--- src/rtl/scan_clk_seq_pkg.sv ---
package scan_clk_seq_pkg;

  typedef enum logic [2:0] {
    ST_IDLE,
    ST_LOAD,
    ST_APPLY,
    ST_MEAS,
    ST_CAPT,
    ST_COPY,
    ST_UNLD
  } seq_state_e;

  // Sub-steps inside one A/B pair; single-pulse phases use only the first two.
  localparam logic [1:0] SUB_A    = 2'd0;
  localparam logic [1:0] SUB_GAP1 = 2'd1;
  localparam logic [1:0] SUB_B    = 2'd2;
  localparam logic [1:0] SUB_GAP2 = 2'd3;

endpackage

--- src/rtl/scan_step_fsm.sv ---
module scan_step_fsm
  import scan_clk_seq_pkg::*;
#(
  parameter int N  = 8,
  parameter int KW = (N > 1) ? $clog2(N) : 1
) (
  input  logic          clk,
  input  logic          rst,
  input  logic          start,
  output logic          accept,
  output logic          take,
  output logic          si_load,
  output logic [KW-1:0] si_idx,
  output logic          a_en,
  output logic          b_en,
  output logic          c_en,
  output logic          pi_apply,
  output logic          po_sample,
  output logic          busy,
  output logic          done
);

  localparam logic [KW-1:0] LAST = KW'(N - 1);
  localparam int CW = $clog2(2 * N + 1) + 1;

  seq_state_e    st, nst;
  logic [1:0]    sub, nsub;
  logic [KW-1:0] k, nk;
  logic          pair_n;

  assign accept = (st == ST_IDLE) && start;
  // Sample the tail slave in the idle cycle that precedes each unload A pulse.
  assign take   = ((st == ST_COPY) && (sub == SUB_GAP1)) ||
                  ((st == ST_UNLD) && (sub == SUB_GAP2) && (k != LAST));

  always_comb begin
    nst  = st;
    nsub = sub;
    nk   = k;
    unique case (st)
      ST_IDLE: begin
        if (start) begin
          nst  = ST_LOAD;
          nsub = SUB_A;
          nk   = '0;
        end
      end
      ST_LOAD, ST_UNLD: begin
        if (sub == SUB_GAP2) begin
          nsub = SUB_A;
          if (k == LAST) begin
            nk  = '0;
            nst = (st == ST_LOAD) ? ST_APPLY : ST_IDLE;
          end else begin
            nk = k + KW'(1);
          end
        end else begin
          nsub = sub + 2'd1;
        end
      end
      ST_APPLY, ST_MEAS, ST_CAPT, ST_COPY: begin
        if (sub == SUB_A) begin
          nsub = SUB_GAP1;
        end else begin
          nsub = SUB_A;
          case (st)
            ST_APPLY: nst = ST_MEAS;
            ST_MEAS:  nst = ST_CAPT;
            ST_CAPT:  nst = ST_COPY;
            default:  nst = ST_UNLD;
          endcase
        end
      end
      default: begin
        nst  = ST_IDLE;
        nsub = SUB_A;
        nk   = '0;
      end
    endcase
  end

  assign pair_n  = (nst == ST_LOAD) || (nst == ST_UNLD);
  assign si_load = (st != ST_IDLE) && (nst == ST_LOAD) && (nsub == SUB_A);
  assign si_idx  = LAST - nk;

  always_ff @(posedge clk) begin
    if (rst) begin
      st        <= ST_IDLE;
      sub       <= SUB_A;
      k         <= '0;
      a_en      <= 1'b0;
      b_en      <= 1'b0;
      c_en      <= 1'b0;
      pi_apply  <= 1'b0;
      po_sample <= 1'b0;
      busy      <= 1'b0;
      done      <= 1'b0;
    end else begin
      st        <= nst;
      sub       <= nsub;
      k         <= nk;
      a_en      <= pair_n && (nsub == SUB_A);
      b_en      <= (pair_n && (nsub == SUB_B)) ||
                   ((nst == ST_COPY) && (nsub == SUB_A));
      c_en      <= (nst == ST_CAPT) && (nsub == SUB_A);
      pi_apply  <= (nst == ST_APPLY) && (nsub == SUB_A);
      po_sample <= (nst == ST_MEAS) && (nsub == SUB_A);
      busy      <= (nst != ST_IDLE);
      done      <= (st == ST_UNLD) && (sub == SUB_GAP2) && (k == LAST);
    end
  end

  // Pulse tally used only by the checks below.
  logic [CW-1:0] a_cnt;
  always_ff @(posedge clk) begin
    if (rst || accept) a_cnt <= '0;
    else if (a_en)     a_cnt <= a_cnt + CW'(1);
  end

  AST_CLK_EXCL: assert property (@(posedge clk) disable iff (rst)
    $onehot0({a_en, b_en, c_en}));
  AST_CLK_GAP: assert property (@(posedge clk) disable iff (rst)
    (a_en || b_en || c_en) |=> !(a_en || b_en || c_en));
  AST_PO_QUIET: assert property (@(posedge clk) disable iff (rst)
    po_sample |-> !(a_en || b_en || c_en));
  AST_DONE_END: assert property (@(posedge clk) disable iff (rst)
    done |-> ($past(busy) && !busy));
  AST_A_TOTAL: assert property (@(posedge clk) disable iff (rst)
    done |-> (a_cnt == CW'(2 * N)));

endmodule

--- src/rtl/scan_bit_path.sv ---
module scan_bit_path #(
  parameter int N  = 8,
  parameter int KW = (N > 1) ? $clog2(N) : 1
) (
  input  logic          clk,
  input  logic          rst,
  input  logic          accept,
  input  logic          busy,
  input  logic [N-1:0]  load_pat,
  input  logic          si_load,
  input  logic [KW-1:0] si_idx,
  input  logic          take,
  input  logic          scan_out,
  output logic          scan_in,
  output logic [N-1:0]  unload_pat
);

  logic [N-1:0] pat_q;

  always_ff @(posedge clk) begin
    if (rst) begin
      pat_q      <= '0;
      scan_in    <= 1'b0;
      unload_pat <= '0;
    end else if (accept) begin
      pat_q      <= load_pat;
      scan_in    <= load_pat[N-1];
      unload_pat <= '0;
    end else begin
      scan_in <= si_load ? pat_q[si_idx] : 1'b0;
      if (take) unload_pat <= {unload_pat[N-2:0], scan_out};
    end
  end

  AST_PAT_HOLD: assert property (@(posedge clk) disable iff (rst)
    (busy && $past(busy)) |-> $stable(pat_q));

endmodule

--- src/rtl/latch_pair_chain.sv ---
module latch_pair_chain #(
  parameter int N = 8
) (
  input  logic         clk,
  input  logic         rst,
  input  logic         a_en,
  input  logic         b_en,
  input  logic         c_en,
  input  logic         scan_in,
  input  logic [N-1:0] func_d,
  output logic         scan_out,
  output logic [N-1:0] slave_q
);

  logic [N-1:0] master;
  logic [N-1:0] shift_src;

  genvar gi;
  generate
    for (gi = 0; gi < N; gi++) begin : g_stage
      if (gi == 0) begin : g_head
        assign shift_src[gi] = scan_in;
      end else begin : g_body
        assign shift_src[gi] = slave_q[gi-1];
      end
    end
  endgenerate

  always_ff @(posedge clk) begin
    if (rst) begin
      master  <= '0;
      slave_q <= '0;
    end else begin
      if (c_en)      master <= func_d;
      else if (a_en) master <= shift_src;
      if (b_en)      slave_q <= master;
    end
  end

  assign scan_out = slave_q[N-1];

  AST_CAPTURE: assert property (@(posedge clk) disable iff (rst)
    c_en |=> (master == $past(func_d)));

endmodule

--- src/rtl/scan_clk_seq.sv ---
module scan_clk_seq #(
  parameter int N = 8
) (
  input  logic         clk,
  input  logic         rst,
  input  logic         start,
  input  logic [N-1:0] load_pat,
  input  logic [N-1:0] func_d,
  output logic         a_en,
  output logic         b_en,
  output logic         c_en,
  output logic         pi_apply,
  output logic         po_sample,
  output logic         scan_in,
  output logic         scan_out,
  output logic [N-1:0] slave_q,
  output logic [N-1:0] unload_pat,
  output logic         busy,
  output logic         done
);

  localparam int KW = (N > 1) ? $clog2(N) : 1;

  logic          accept, take, si_load;
  logic [KW-1:0] si_idx;

  scan_step_fsm #(.N(N), .KW(KW)) u_fsm (
    .clk(clk), .rst(rst), .start(start),
    .accept(accept), .take(take), .si_load(si_load), .si_idx(si_idx),
    .a_en(a_en), .b_en(b_en), .c_en(c_en),
    .pi_apply(pi_apply), .po_sample(po_sample),
    .busy(busy), .done(done)
  );

  scan_bit_path #(.N(N), .KW(KW)) u_bits (
    .clk(clk), .rst(rst), .accept(accept), .busy(busy),
    .load_pat(load_pat), .si_load(si_load), .si_idx(si_idx),
    .take(take), .scan_out(scan_out),
    .scan_in(scan_in), .unload_pat(unload_pat)
  );

  latch_pair_chain #(.N(N)) u_chain (
    .clk(clk), .rst(rst),
    .a_en(a_en), .b_en(b_en), .c_en(c_en),
    .scan_in(scan_in), .func_d(func_d),
    .scan_out(scan_out), .slave_q(slave_q)
  );

endmodule

--- config.mk ---
export PLATFORM = sky130hd
export DESIGN_NAME = scan_clk_seq
export DESIGN_NICKNAME = d
export VERILOG_FILES = /design/src/rtl/scan_clk_seq_pkg.sv /design/src/rtl/scan_step_fsm.sv /design/src/rtl/scan_bit_path.sv /design/src/rtl/latch_pair_chain.sv /design/src/rtl/scan_clk_seq.sv
export SDC_FILE = /design/constraint.sdc
export NUM_CORES = 1
export LEC_CHECK = 0
export BUFFER_PORTS_ARGS = -buffer_cell sky130_fd_sc_hd__clkbuf_2
export CORE_AREA = 5 5 75 77
export DETAILED_ROUTE_END_ITERATION = 8
export DIE_AREA = 0 0 80 82
export PLACE_DENSITY = 0.8
export REMOVE_ABC_BUFFERS = 1
export SLEW_MARGIN = 15
export SYNTH_ARGS = -nofsm -noshare
export SYNTH_HDL_FRONTEND = slang
export SYNTH_SLANG_ARGS = --single-unit
--- constraint.sdc ---
create_clock -name clk -period 2.2 [get_ports clk]
set_input_delay 0.22 -clock clk [delete_from_list [all_inputs] [get_ports clk]]
set_output_delay 0.22 -clock clk [all_outputs]
set_load 0.005 [all_outputs]
==> results.yml <==
drt:
  vias: 2075
  route.detailed.drc: 0
  vias_per_cell: 5.321
  firstDrtPassIters: 4
  wl_per_cell_um: 14.18
  drt-initial-drc-count: 152
  antenna_left: 0
  routed_wl_um: 5530
worst_setup_path:
  critPathKind: "reg2reg"
  critPathTopFamily: "compound AO/OA/AOI/OAI gates"
  crit_path_frequent_cell: "ha_2"
  end_kind: "flip-flop"
  cp-start-kind: "flip-flop"
  critPathMaxStageDelay_ps: 360
  path_cells: "ha_2, ha_2, nor3b_2, o32ai_1, o211a_1, mux2_2, o311ai_4, a21oi_2"
  cp_max_fo: 2
  cp_num_buf_inv: 0
  worstPathArrival_ps: 2320
  slowest_stage: "mux2_2"
  crit_required_ps: 2400
timing:
  max_freq_mhz: 470.0
  hold_ws_ps: 124.0
  fin_skew_ps: 10.02
  layout_min_cycle_time_ps: 2128
  setup_viol: 0
  grt_setup_unrepaired: "true"
  max_slew_margin: 0.6262
  slew_violations: 0
  worst_pin_slew_ps: 559.9
  period_share: 0.9672
  hold_viol_final: 0
floorplan:
  ioPinCount: 44
  fp.dieH_um: 82
  die_w_um: 80
  start_util: 0.4641
  coreArea_um2: 4945
  row_count: 26
  die-area_um2: 6560
global_routing:
  top_usage_layer: "met2"
  use_met2: 0.2939
  grt_pass1_wl_um: 8500
  first_global_vias: 1896
  antenna_found_initial: 0
  grt_max_degree: 38
  use_met1: 0.1940
  gr-total-overflow: 0
  grt_util_all_layers: 0.1652
  met3_usage: 0.04167
clock_tree:
  cts_buffers: 5
  cts_tree: "yes"
  cts.clk_slew.worst_paths_ps: 90
  clock_sinks: 48
  cts_root_buf: "clkbuf_8"
  cts.path.max_buffers: 2
  htree_levels: 2
  hold_buffers: 0
  worstSkewPairLatency_ps: 310
placement:
  place.gp.congestion: 0.9139
  post_dp_cell_area_um2: 2675
  dp_cells: 380
  io_buffer_count: 43
  dp_hpwl_um: 3856
job:
  drv_cap: 0
layout:
  layout-drive-gt1-share: 0.3125
  final_cell_area_um2: 2858
  antenna_cells: 0
  stdcell_count: 390
  syn_to_final_growth_pct: 24.54
  utilization: 0.5779
  final_nets: 344
min_path:
  min_path_type: "in2reg"
logic_synthesis:
  synth_area_um2: 2295
  ys.flop_type: "dfxtp_1"
  syn-mean-instance-area_um2: 8.725
  synth_edf_count: 0
  yosys.area.top_type: "dfxtp_1"
  yosys-top-cells-area: "dfxtp_1, mux2i_1, nor2_1"
  async_flop_share: 0
  synthesis.instances: 263
  synth_seq_area_share: 0.4188
  synthDistinctLibCells: 55
  synth_top_area_share: 0.4188
  ys_ff_latch: 48
  yosys_warnings: 0
power_and_ir_drop:
  p_sw_frac: 0.2588
  irDropWorstVdd_mv: 0.3858
  pwr-share-seq: 0.567
  p_per_area_nw_per_um2: 557.7
  p_leak_uw: 0.001246
  finalPower_uw: 1594
  p_switching_uw: 412.5
  p_clk_frac: 0.335
  pwr-share-comb: 0.098
  p_int_uw: 1181
status:
  status: "finished clean"
-- what timing repair did --
| item | CTS | global route |
|---|---|---|
| resized for setup | 3 | 14 |
| buffers inserted | 1 | 1 |
| pin swaps | 1 | 6 |
| cloned | 0 | 0 |
| endpoints found under the setup margin | 2 | 5 |
-- power groups by stage --
stage,sequential (uW),combinational (uW),clock (uW)
floorplan,926,71.2,0
global placement,924,144,0
detailed placement,924,148,0
CTS,904,150,546
global route,907,169,590
finish,904,156,534
-- logic make-up after synthesis --
family / share of synthesized area
AO/OA/AOI/OAI: 0.1456
AND/OR/NAND/NOR: 0.2236
XOR/XNOR: 0.007635
adder cells (fa/ha/maj): 0.03271
buffers and inverters: 0.05289
multiplexers: 0.1189
flip-flops: 0.4188
-- routing by layer --
| metal | vias up | wire length (um) |
|---|---|---|
| met1 | 977 | 2358 |
| li1 | 1034 | - |
| met3 | 6 | 270 |
| met2 | 58 | 2840 |
| met5 | - | 0 |
| met4 | 0 | 59 |
-- flip-flops by register name, indices dropped and copies added (netlist names) --
name               cells
u_fsm.b_en             1
u_bits.unload_pat      8
u_fsm.busy             1
u_bits.scan_in         1
u_chain.slave_q        8
u_fsm.a_en             1
u_fsm.k                3
u_fsm.done             1
u_fsm.c_en             1
u_fsm.po_sample        1
u_fsm.sub              2
u_fsm.st               3
u_bits.pat_q           8
u_chain.master         8
u_fsm.pi_apply         1
-- cell type report --
type                       count  area (um^2)
clock inverter                 3        21.27
multi-input combinational    188         1287
fill                         449         2087
timing repair buffer          67        395.4
clock buffer                   5        68.82
tap                           70        87.58
inverter                       9        33.78
sequential                    48        963.4
-- synthesized netlist by cell type (2+ instances only) --
cell type  instances
nor4_1             3
ha_1               6
mux2i_1           25
buf_2              4
nor3b_1            2
and3_1             2
nor2_1            41
buf_4              2
dfxtp_1           48
and2_1             2
nand2_1           27
o2111ai_1          4
clkbuf_1           8
buf_1              3
nor4b_1            2
nor3_1             3
and3b_1            2
mux2_2             2
a21oi_1           22
nand3_1            4
inv_1              8
o21ai_0            5
nor2b_1            6
-- worst min-delay path: cells and delay by family --
kind | cells | cell delay, ps
AND/OR/NAND/NOR | 1 | 40
buffers and inverters | 1 | 80
AO/OA/AOI/OAI | 1 | 50
-- through the flow --
| step | setup WS, ps | setup TNS [ps] |
|---|---|---|
| after detailed placement | -33.45 | -33.45 |
| after global routing | -56.39 | -59.52 |
| after floorplan | -32.74 | -32.74 |
| final | 72.20 | 0 |
| after global placement | 61.52 | 0 |
| after CTS | 24.22 | 0 |
-- path summary, 6_finish.rpt --
kind / end / slack [ps] / from / depth (start not counted)
worst max-delay path: u_bits.scan_in / 70 / u_fsm.k[0] / 8
worst min-delay path: u_bits.pat_q[0] / 120 / load_pat[0] / 3
worst max register to register: u_bits.scan_in / 70 / u_fsm.k[0] / 8
worst min register to register: u_bits.pat_q[4] / 460 / u_bits.pat_q[4] / 2
-- cell usage in the layout (no fill, tap or decap), drive strengths merged, types with 2 or more instances in the layout --
cell type	n
a21oi	23
nor3	3
mux2i	25
and3	2
mux2	2
nand2	27
buf	24
nor4b	3
nand3	4
and2	2
ha	6
inv	10
and3b	2
a211oi	2
dfxtp	48
o21ai	6
nor4	3
o2111ai	4
nor3b	3
nor2b	6
o311ai	2
nor2	41
clkbuf	48
Note: power is estimated with default switching activity, not from simulation.
